## src/rtl/icap_pkg.sv

```systemverilog
// Shared definitions for the input capture timer.
// Assumes an 8-bit register port over a 16-bit capture value.
package icap_pkg;
    localparam int CNT_W    = 16;
    localparam int BYTE_W   = 8;
    localparam int FLAG_BIT = 7;

    typedef enum logic [1:0] {
        RA_CTRL = 2'd0,
        RA_STAT = 2'd1,
        RA_CAPH = 2'd2,
        RA_CAPL = 2'd3
    } reg_addr_e;
endpackage

```

## src/rtl/icap_tickgen.sv

```systemverilog
// Prescaler and free-running count.
// A tick pulses for one clock every TICK_DIV clocks, and the count advances on it.
// Assumes TICK_DIV >= 1.
module icap_tickgen #(
    parameter int                      TICK_DIV  = 4,
    parameter logic [icap_pkg::CNT_W-1:0] RST_COUNT = 16'hFFFC
) (
    input  logic                       clk,
    input  logic                       rst_n,
    output logic                       tick,
    output logic [icap_pkg::CNT_W-1:0] cnt_q
);
    localparam int PW = (TICK_DIV > 1) ? $clog2(TICK_DIV) : 1;

    logic [PW-1:0] pre_q;

    assign tick = (pre_q == PW'(TICK_DIV - 1));

    // prescaler: counts clocks within one timer state
    always_ff @(posedge clk) begin
        if (!rst_n)    pre_q <= '0;
        else if (tick) pre_q <= '0;
        else           pre_q <= pre_q + 1'b1;
    end

    // timebase: advances once per timer state and wraps naturally
    always_ff @(posedge clk) begin
        if (!rst_n)    cnt_q <= RST_COUNT;
        else if (tick) cnt_q <= cnt_q + 1'b1;
    end
endmodule

```

## src/rtl/icap_pin_sync.sv

```systemverilog
// Synchroniser and edge detector for the capture pin.
// Produces a one-clock pulse on the selected edge of the synchronised pin.
// Assumes the pin is low during reset and SYNC_STAGES >= 2.
module icap_pin_sync #(
    parameter int SYNC_STAGES = 2
) (
    input  logic clk,
    input  logic rst_n,
    input  logic pin,
    input  logic fall_sel,
    output logic edge_hit
);
    logic [SYNC_STAGES:0] sh_q;
    logic                 now_lvl;
    logic                 old_lvl;

    // shift chain: synchronising stages plus one history flop
    always_ff @(posedge clk) begin
        if (!rst_n) sh_q <= '0;
        else        sh_q <= {sh_q[SYNC_STAGES-1:0], pin};
    end

    assign now_lvl  = sh_q[SYNC_STAGES-1];
    assign old_lvl  = sh_q[SYNC_STAGES];
    assign edge_hit = fall_sel ? (old_lvl & ~now_lvl) : (now_lvl & ~old_lvl);
endmodule

```

## src/rtl/icap_capture.sv

```systemverilog
// Capture register, capture flag and the high/low byte read lock.
// A recognised edge is held until the next tick and moved in then unless locked.
// The flag is set even when the lock drops the transfer.
// Assumes single-cycle read strobes that are already decoded.
module icap_capture (
    input  logic                       clk,
    input  logic                       rst_n,
    input  logic                       tick,
    input  logic                       edge_hit,
    input  logic [icap_pkg::CNT_W-1:0] cnt,
    input  logic                       rd_hi,
    input  logic                       rd_lo,
    input  logic                       rd_stat,
    output logic [icap_pkg::CNT_W-1:0] cap_q,
    output logic                       flag_q,
    output logic                       lock_q,
    output logic                       armed_q
);
    logic pend_q;
    logic evt;

    assign evt = tick & (pend_q | edge_hit);

    // pending edge: remembered until the timer state ends
    always_ff @(posedge clk) begin
        if (!rst_n)        pend_q <= 1'b0;
        else if (tick)     pend_q <= 1'b0;
        else if (edge_hit) pend_q <= 1'b1;
    end

    // capture register: loaded at the tick unless the lock holds it
    always_ff @(posedge clk) begin
        if (!rst_n)              cap_q <= '0;
        else if (evt && !lock_q) cap_q <= cnt;
    end

    // lock: set by a high-byte read, released by a low-byte read
    always_ff @(posedge clk) begin
        if (!rst_n)     lock_q <= 1'b0;
        else if (rd_hi) lock_q <= 1'b1;
        else if (rd_lo) lock_q <= 1'b0;
    end

    // clear arm: a status read that saw the flag enables the clear
    always_ff @(posedge clk) begin
        if (!rst_n)       armed_q <= 1'b0;
        else if (rd_stat) armed_q <= flag_q;
        else if (rd_lo)   armed_q <= 1'b0;
    end

    // flag: set on every capture event, and a set beats a clear
    always_ff @(posedge clk) begin
        if (!rst_n)                flag_q <= 1'b0;
        else if (evt)              flag_q <= 1'b1;
        else if (rd_lo && armed_q) flag_q <= 1'b0;
    end
endmodule

```

## src/rtl/icap_timer.sv

```systemverilog
// Top of the input capture timer: register decode, edge-select control,
// read multiplexer, and the three sub-blocks.
// Assumes single-cycle bus strobes; read data is combinational on bus_addr.
module icap_timer #(
    parameter int                         TICK_DIV    = 4,
    parameter logic [icap_pkg::CNT_W-1:0] RST_COUNT   = 16'hFFFC,
    parameter int                         SYNC_STAGES = 2
) (
    input  logic       clk,
    input  logic       rst_n,
    input  logic       cap_pin,
    input  logic [1:0] bus_addr,
    input  logic       bus_rd,
    input  logic       bus_wr,
    input  logic [7:0] bus_wdata,
    output logic [7:0] bus_rdata
);
    import icap_pkg::*;

    logic             tick;
    logic [CNT_W-1:0] cnt_q;
    logic [CNT_W-1:0] cap_q;
    logic             flag_q;
    logic             lock_q;
    logic             armed_q;
    logic             edge_hit;
    logic             fall_sel_q;
    logic             rd_hi;
    logic             rd_lo;
    logic             rd_stat;
    logic             wdata_unused;

    assign wdata_unused = ^bus_wdata[7:1];
    assign rd_hi   = bus_rd && (bus_addr == RA_CAPH);
    assign rd_lo   = bus_rd && (bus_addr == RA_CAPL);
    assign rd_stat = bus_rd && (bus_addr == RA_STAT);

    // control register: edge select, the only writable bit
    always_ff @(posedge clk) begin
        if (!rst_n)                             fall_sel_q <= 1'b0;
        else if (bus_wr && bus_addr == RA_CTRL) fall_sel_q <= bus_wdata[0];
    end

    // read multiplexer
    always_comb begin
        bus_rdata = '0;
        case (bus_addr)
            RA_CTRL: bus_rdata[0]        = fall_sel_q;
            RA_STAT: bus_rdata[FLAG_BIT] = flag_q;
            RA_CAPH: bus_rdata           = cap_q[CNT_W-1:BYTE_W];
            default: bus_rdata           = cap_q[BYTE_W-1:0];
        endcase
    end

    icap_tickgen #(.TICK_DIV(TICK_DIV), .RST_COUNT(RST_COUNT)) u_tick (
        .clk(clk), .rst_n(rst_n), .tick(tick), .cnt_q(cnt_q)
    );

    icap_pin_sync #(.SYNC_STAGES(SYNC_STAGES)) u_sync (
        .clk(clk), .rst_n(rst_n), .pin(cap_pin), .fall_sel(fall_sel_q),
        .edge_hit(edge_hit)
    );

    icap_capture u_cap (
        .clk(clk), .rst_n(rst_n), .tick(tick), .edge_hit(edge_hit),
        .cnt(cnt_q), .rd_hi(rd_hi), .rd_lo(rd_lo), .rd_stat(rd_stat),
        .cap_q(cap_q), .flag_q(flag_q), .lock_q(lock_q), .armed_q(armed_q)
    );
endmodule


```

## config.mk

```make
export PLATFORM = sky130hd
export DESIGN_NAME = icap_timer
export DESIGN_NICKNAME = d
export VERILOG_FILES = /design/src/rtl/icap_pkg.sv /design/src/rtl/icap_tickgen.sv /design/src/rtl/icap_pin_sync.sv /design/src/rtl/icap_capture.sv /design/src/rtl/icap_timer.sv
export SDC_FILE = /design/constraint.sdc
export NUM_CORES = 1
export LEC_CHECK = 0
export ABC_AREA = 1
export BUFFER_PORTS_ARGS = -buffer_cell sky130_fd_sc_hd__buf_4
export CAP_MARGIN = 0
export CORE_MARGIN = 3
export CORE_UTILIZATION = 58
export DETAILED_ROUTE_END_ITERATION = 10
export GPL_TIMING_DRIVEN = 0
export HOLD_SLACK_MARGIN = 0.05
export PLACE_DENSITY = 0.79
export REMOVE_ABC_BUFFERS = 1
export SLEW_MARGIN = 20
export SYNTH_ARGS = -nofsm -noshare
export SYNTH_HDL_FRONTEND = slang
export SYNTH_HIERARCHICAL = 1
export SYNTH_SLANG_ARGS = --single-unit
```

## constraint.sdc

```tcl
create_clock -name clk -period 1.7 [get_ports clk]
set_clock_uncertainty 0.15 [all_clocks]
set_input_delay 0.255 -clock clk [delete_from_list [all_inputs] [get_ports clk]]
set_output_delay 0.255 -clock clk [all_outputs]
set_load 0.01 [all_outputs]
```

# Word level (Yosys, flattened, before mapping)
# Cells that the tools add are included.
totals:
  reg_bits: 42
  inputBits: 15
  output_inout_bits: 8
  word_cells: 44
op_classes:
  n_addsub: 2
  n_eq_ne: 4
  mux: 9
  bitwise: 7
  n_reduce_logical: 13
op_table:
  columns: ["operator", "n"]
  rows:
  - ["$add 16x1->16 const B", 1]
  - ["$pmux 6 s2", 1]
  - ["$eq 2x2->1 const B", 3]
  - ["$logic_and 1x1->1", 6]
  - ["$mux 1", 6]
  - ["$pmux 1 s3", 2]
  - ["$reduce_bool 2->1", 3]
  - ["$reduce_or 2->1", 2]
  - ["$and 1x1->1", 3]
  - ["$not 1->1", 3]
  - ["$add 2x1->2 const B", 1]
  - ["$eq 2x1->1 const B", 1]
  - ["$logic_not 2->1", 1]
  - ["$logic_not 1->1", 1]
  - ["$or 1x1->1", 1]

# Longest topological paths before layout
# Gate-level depths: netlist of the first run.
logic_depth:
  depth_word: 6
  depth_mapped: 10
  mapped_depth_nobuf: 9

# Cells and area by module
# Netlist of the first run, hierarchy kept.
modules_own_cells:
  columns: ["mod", "n_inst", "cells_each", "area_each_um2", "seq_area_each_um2"]
  rows:
  - ["icap_capture", 1, 157, 1056.0, 400.4]
  - ["icap_tickgen", 1, 117, 890.9, 360.3]
  - ["icap_timer", 1, 42, 183.9, 20.0]
  - ["icap_pin_sync", 1, 15, 107.6, 60.1]

# Least setup slack after synthesis of the first run
# OpenSTA, ideal clock, no wires.
synth_path:
  kind: "register to register"
  startpoint: "reg u_tick.pre_q[0]"
  endpoint: "reg u_tick/cnt_q[7] (netlist name)"
  setup_time_ps: 129
  t_arrival_ps: 1079
  t_required_ps: 1421
  slack_ps: 342
  path_stages_with_launch: 8
  n_path_buf: 1
  period_less_slack_ps: 1358
  cell_sequence: "dfxtp_1 -> ha_1 -> buf_6 -> inv_4 -> nor2_2 -> nand2_1 -> o21ai_0 -> nand3_1"
synth_via:
  elab_chain_cells: 1
synth_lines:
  columns: ["element", "line", "text"]
  rows:
  - ["from (decl)", "icap_tickgen.sv:15", "logic [PW-1:0] pre_q;"]
  - ["from (signal assigned)", "icap_tickgen.sv:23", "else pre_q <= pre_q + 1'b1;"]
  - ["$eq 2x2->1", "icap_tickgen.sv:17", "assign tick = (pre_q == PW'(TICK_DIV - 1));"]
  - ["via tick", "icap_timer.sv:20", "logic tick;"]
  - ["to (signal assigned)", "icap_tickgen.sv:29", "else if (tick) cnt_q <= cnt_q + 1'b1;"]
  - ["to (decl)", "icap_tickgen.sv:11", "output logic [icap_pkg::CNT_W-1:0] cnt_q"]
# The timed path passes the listed nets, and every way through them passes these cells.
# A chain may end at the register's enable or synchronous reset.

# Worst setup path in the final report of the first run
layout_path:
  startpoint: "reg u_tick.pre_q[0]"
  endpoint: "reg u_tick/cnt_q[11] (netlist name)"
# Same word-level chain as after synthesis.

==> results of run 1 <==
## kinds of logic (layout without fill, tap and decap cells)
kind of cell | Yosys count | after routing | synth area share [%]
buffers and inverters | 87 | 103 | 15.8
and+or+nand+nor | 176 | 176 | 40.0
DFF | 42 | 42 | 37.6
AOI/OAI and AO/OA | 23 | 23 | 5.14
xor gates and xnor gates | 1 | 1 | 0.391
adders and majority gates | 2 | 2 | 1.12
## stage by stage
stage / std cells / power, W / util [%] / instance area (µm²) / hold slack, ps
after CTS: 392 / 0.00201 / 70.5 / 2480 / 53.6
after floorplan: 322 / 0.00117 / - / 2180 / 181
after global routing: 393 / 0.00208 / 70.9 / 2500 / 56.6
final: 393 / 0.00198 / 70.9 / 2500 / 65.9
after detailed placement: 383 / 0.00122 / 66.7 / 2350 / 256
after global placement: 383 / 0.00122 / 66.7 / 2350 / 243
## cells in the final DEF, fill, tap and decap left out, types with 13 or more instances in the layout
cell	instances
dfxtp_1	42
nand2_1	74
inv_1	63
nor2_2	13
nor2_1	24
nand2_2	14
nand3_1	17
inv_2	14
nand4_1	20
buf_4	15
## worst paths after layout
kind | startpoint | end | slack (ps) | depth (start not counted)
worst min-delay path | bus_wr | fall_sel_q$_SDFFE_PN0P_ | 70 | 3
worst min register to register | u_sync/sh_q[0]$_SDFF_PN0_ | u_sync/sh_q[1]$_SDFF_PN0_ | 280 | 2
worst max-delay path | u_tick/pre_q[0]$_SDFF_PP0_ | u_tick/cnt_q[11]$_SDFFE_PN1P_ | 150 | 6
worst max register to register | u_tick/pre_q[0]$_SDFF_PP0_ | u_tick/cnt_q[11]$_SDFFE_PN1P_ | 150 | 6
## layout make-up
type | instances | area (µm²) | share of cell area [%]
clock buffer | 6 | 72.6 | 2.91
clock inverter | 2 | 37.5 | 1.50
inverter | 78 | 295 | 11.8
multi-input combinational | 202 | 1060 | 42.3
sequential | 42 | 841 | 33.7
tap | 46 | 57.6 | 2.31
timing repair buffer | 17 | 136 | 5.46
## layer usage
metal,wire length [µm],global-route usage (%),part of all wire [%]
met5,0,0,0
met4,49,12.7,1.1
met3,216,3.94,5.0
met2,2030,33.6,47
met1,2010,26.4,47
## worst max-delay path, cell delays in order, from the launching register on
cell	delay [ps]
dfxtp_1	370
ha_4	300
inv_4	80
nor2_4	170
nand2_2	80
o21ai_0	190
nand3_1	90
## sequential cells by signal (all words and copies together) (netlist names)
name,flops
fall_sel_q,1
u_tick/cnt_q,16
u_cap/lock_q,1
u_cap/armed_q,1
u_cap/pend_q,1
u_sync/sh_q,3
u_cap/flag_q,1
u_cap/cap_q,16
u_tick/pre_q,2
## what timing repair did
action | in CTS | in global routing
setup buffers | 0 | 1
pin swaps | 0 | 1
setup endpoints to repair | 35 | 7
hold buffers | 1 | 0
hold endpoints to repair | 1 | 0
gates resized for setup | 2 | 0
## power by group through the flow
stage               Sequential (W)  Combinational (W)  Clock, W
floorplan                  0.00104           0.000124         0
global placement           0.00104           0.000173         0
detailed placement         0.00105           0.000178         0
CTS                        0.00103           0.000185  0.000800
global route               0.00103           0.000215  0.000835
finish                     0.00103           0.000190  0.000767
==> out/results.ini, run 1 <==
[outcome]
outcome = finished clean

[synth]
syn_avg_cell_area_um2 = 6.76
synth_most_common_cell = nand2_1
synth_edf_count = 0
synth_area_um2 = 2240
synth_seq_cells = 42
synth_top_cell_area_share_pct = 37.6
yosysTopAreaCell = dfxtp_1
yosysSeqAreaShare_pct = 37.6
synthFlopType = dfxtp_1
synthCells = 331
yosysWarnings = 6
synth_commonest_cells = 74 x nand2_1, 63 x inv_1, 42 x dfxtp_1
synth_cell_types = 26
async_flop_share_pct = 0
netlist_top_cells_area = dfxtp_1 38%, nand2_1 12%, inv_1 11%

[drt]
avgViaCountPerCell = 4.82
first_iter_violations = 98
first_pass_iters = 4
num_vias = 1893
wl_per_cell_um = 11.0
drc = 0
ant_nets = 0
drt-total-wl_mm = 4.31

[final_layout]
fillerInstances = 322
nets = 363
insertedDiodeCount = 0
drive_gt1_share_pct = 21.6
syn_to_final_growth_pct = 11.5

[floorplanning]
num_io_pins = 23
rows = 21
die_x_um = 68.1
start_util_pct = 63.6
dieArea_um2 = 4640
fp.coreArea_um2 = 3520
die_h_um = 68.1

[timing]
setup_slack_ps = 148
setup_viol = 0
slew_viol_final = 0
finalHoldViolCount = 0
min_period_over_period_pct = 91.3
period_minus_slack_ps = 1550
fin_setup_tns_ps = 0
rsz0062_at_grt = no
max_slew_margin_pct = 75.4
fmax_mhz = 644
tightest_slew_ps = 368

[grt]
grt_overflow = 0
grt_pass1_vias = 1698
antenna_found_initial = 0
grt_start_max_net_pins = 34
grt_pass1_wl_mm = 7.28
grt_usage_pct = 21.1

[pwr]
internal_power_w = 0.00151
switching_share_pct = 23.7
comb_power_share_pct = 9.6
pwr-share-seq_pct = 51.7
max-vdd-ir-drop_v = 0.000627
total_leakage_power_nw = 1.35
power.density_nw_per_um2 = 795
switchingPower_w = 0.000469
clkPwrFrac_pct = 38.7

[worst_setup_path]
startpoint_type = register
cp-end-kind = register
crit_type = reg -> reg
worstPathArrival_ps = 1570
cp_max_fo = 15
crit_required_ps = 1720

[place]
gp_routability_congestion = 0.861
place_ws_ps = -469
port_buffers = 15
dp_hpwl_mm = 2.85

[flow_run]
drv_cap = 0

[clock_network]
cts.sinks = 42
cts_root_buf = clkbuf_8
clk_path_buf_depth = 2
cts_inserted_buffers = 5
cts_tree = yes
htree_levels = 2
clk_latency_ps = 290
clkSlewWorstSetupHoldPaths_ps = 80

[hold_path]
hold_path_class = in -> reg

No activity file was read; power rests on OpenSTA's default activity.
==> inputs of run 2 (changes only) <==
--- a/config.mk
+++ b/config.mk
@@ -11,7 +11,6 @@
 export CORE_MARGIN = 3
 export CORE_UTILIZATION = 58
 export DETAILED_ROUTE_END_ITERATION = 10
-export GPL_TIMING_DRIVEN = 0
 export HOLD_SLACK_MARGIN = 0.05
 export PLACE_DENSITY = 0.79
 export REMOVE_ABC_BUFFERS = 1
==> out/results.ini, run 2 (synthesized netlist as in run 1, its figures left out) <==
[floorplanning]
die_x_um = 68.1
dieArea_um2 = 4640
num_io_pins = 23
die_h_um = 68.1
start_util_pct = 63.6
fp.coreArea_um2 = 3520
rows = 21

[clock_network]
cts_tree = yes
ctsHoldBuffers = 1
clk_path_buf_depth = 2
post_cts_buffers = 0
cts_inserted_buffers = 5
cts_root_buf = clkbuf_8
cts.sinks = 42
clkSlewWorstSetupHoldPaths_ps = 80
htree_levels = 2
cts_resized = 0
clk_latency_ps = 290

[worst_setup_path]
startpoint_type = register
cp-end-kind = register
ff2ff_path_depth = 6
rr_startpoint = u_tick/pre_q[0]$_SDFF_PP0_
crit_required_ps = 1780
rr_endpoint = u_cap/cap_q[4]$_SDFFE_PN0P_
r2r_slack_ps = 180
cp_max_fo = 16
critical_path.endpoint = u_cap/cap_q[4]$_SDFFE_PN0P_
setup.worst_path.start = u_tick/pre_q[0]$_SDFF_PP0_
crit_type = reg -> reg
worstPathArrival_ps = 1600

[place]
placed_cells_incl_taps = 388
dp_hpwl_mm = 2.84
port_buffers = 15
gp_routability_congestion = 0.885
placed_area_um2 = 2390

[drt]
first_pass_iters = 4
wl_per_cell_um = 10.2
drt-total-wl_mm = 4.04
num_vias = 1885
ant_nets = 0
drc = 0
avgViaCountPerCell = 4.76
first_iter_violations = 52

[timing]
min_period_over_period_pct = 89.6
finalHoldViolCount = 0
slew_viol_final = 0
tightest_slew_ps = 374
period_minus_slack_ps = 1520
fmax_mhz = 657
rsz0062_at_grt = no
max_slew_margin_pct = 75.0
setup_viol = 0
timing.hold.ws_ps = 99.0

[pwr]
comb_power_share_pct = 10.6
power.density_nw_per_um2 = 730
internal_power_w = 0.00135
switching_share_pct = 25.1
clkPwrFrac_pct = 33.0
pwr-share-seq_pct = 56.5
total_leakage_power_nw = 1.36
max-vdd-ir-drop_v = 0.000560
power.total_w = 0.00181
switchingPower_w = 0.000455

[flow_run]
drv_cap = 0

[hold_path]
hold_path_class = in -> reg

[grt]
grt_pass1_vias = 1717
grt_usage_pct = 20.8
antenna_found_initial = 0
grt_overflow = 0
grt_pass1_wl_mm = 7.29
grt_start_max_net_pins = 33

[final_layout]
layout_common_cells = 74 x nand2_1, 63 x inv_1, 42 x dfxtp_1
top_regs = u_cap/cap_q x16, u_tick/cnt_q x16, u_sync/sh_q x3
nets = 367
drive_gt1_share_pct = 22.3
final_common_cell = nand2_1
insertedDiodeCount = 0
syn_to_final_growth_pct = 10.6
final_area_um2 = 2480
instances_no_fill = 396

[outcome]
outcome = finished clean

run 2: changes by cell type in the layout (fill, tap and decap cells not counted), sizes merged:
cell,change
clkinvlp,-1
clkbuf,-2
bufinv,-1
clkinv,+2
buf,+5
run 2: worst min-delay path by stage:
| stage | start | end | cells past startpoint |
|---|---|---|---|
| 2_1_floorplan | rst_n | u_tick/cnt_q[2]$_SDFFE_PN1P_ | 1 |
| 3_3_place_gp | u_sync/sh_q[0]$_SDFF_PN0_ | u_sync/sh_q[1]$_SDFF_PN0_ | 2 |
| 3_5_place_dp | u_sync/sh_q[0]$_SDFF_PN0_ | u_sync/sh_q[1]$_SDFF_PN0_ | 2 |
| 4_1_cts | bus_wr | fall_sel_q$_SDFFE_PN0P_ | 4 |
| 5_1_grt | bus_wr | fall_sel_q$_SDFFE_PN0P_ | 4 |
| 6_report | bus_wr | fall_sel_q$_SDFFE_PN0P_ | 4 |
run 2: worst max-delay path, stage by stage, from the launching register on:
cell	delay, ps
dfxtp_1	340
ha_1	250
buf_4	220
nand3_4	230
nand2_1	140
inv_1	40
nor2_1	80
run 2: layer usage:
layer | GRT usage, % | vias up | routed length, µm
li1 | - | 1040 | -
met1 | 26.8 | 809 | 2060
met2 | 32.7 | 28 | 1740
met3 | 5.91 | 8 | 169
met4 | 8.19 | 0 | 72
met5 | 0 | - | 0
run 2: layout make-up:
cell class / count / area, µm²
clock buffers: 5 / 68.8
multi-input cells: 202 / 1040
well taps: 46 / 57.6
inverters: 78 / 295
flip-flops and latches: 42 / 841
clock inverters: 2 / 10.0
repair buffers: 21 / 160
fillers: 301 / 1040
run 2: through the flow:
step	worst slack, ps	setup TNS [ps]	util (%)
floorplan	-133	-1790	-
detailed placement	194	0	67.8
global route	1.82	0	70.3
global placement	229	0	67.8
CTS	166	0	70.3
finish	177	0	70.3
run 2: power by group through the flow:
stage	sequential [W]	clock, W	combinational (W)
global placement	0.00104	0	0.000184
CTS	0.00102	0.000619	0.000192
floorplan	0.00104	0	0.000124
global route	0.00102	0.000662	0.000216
detailed placement	0.00104	0	0.000189
finish	0.00102	0.000596	0.000191
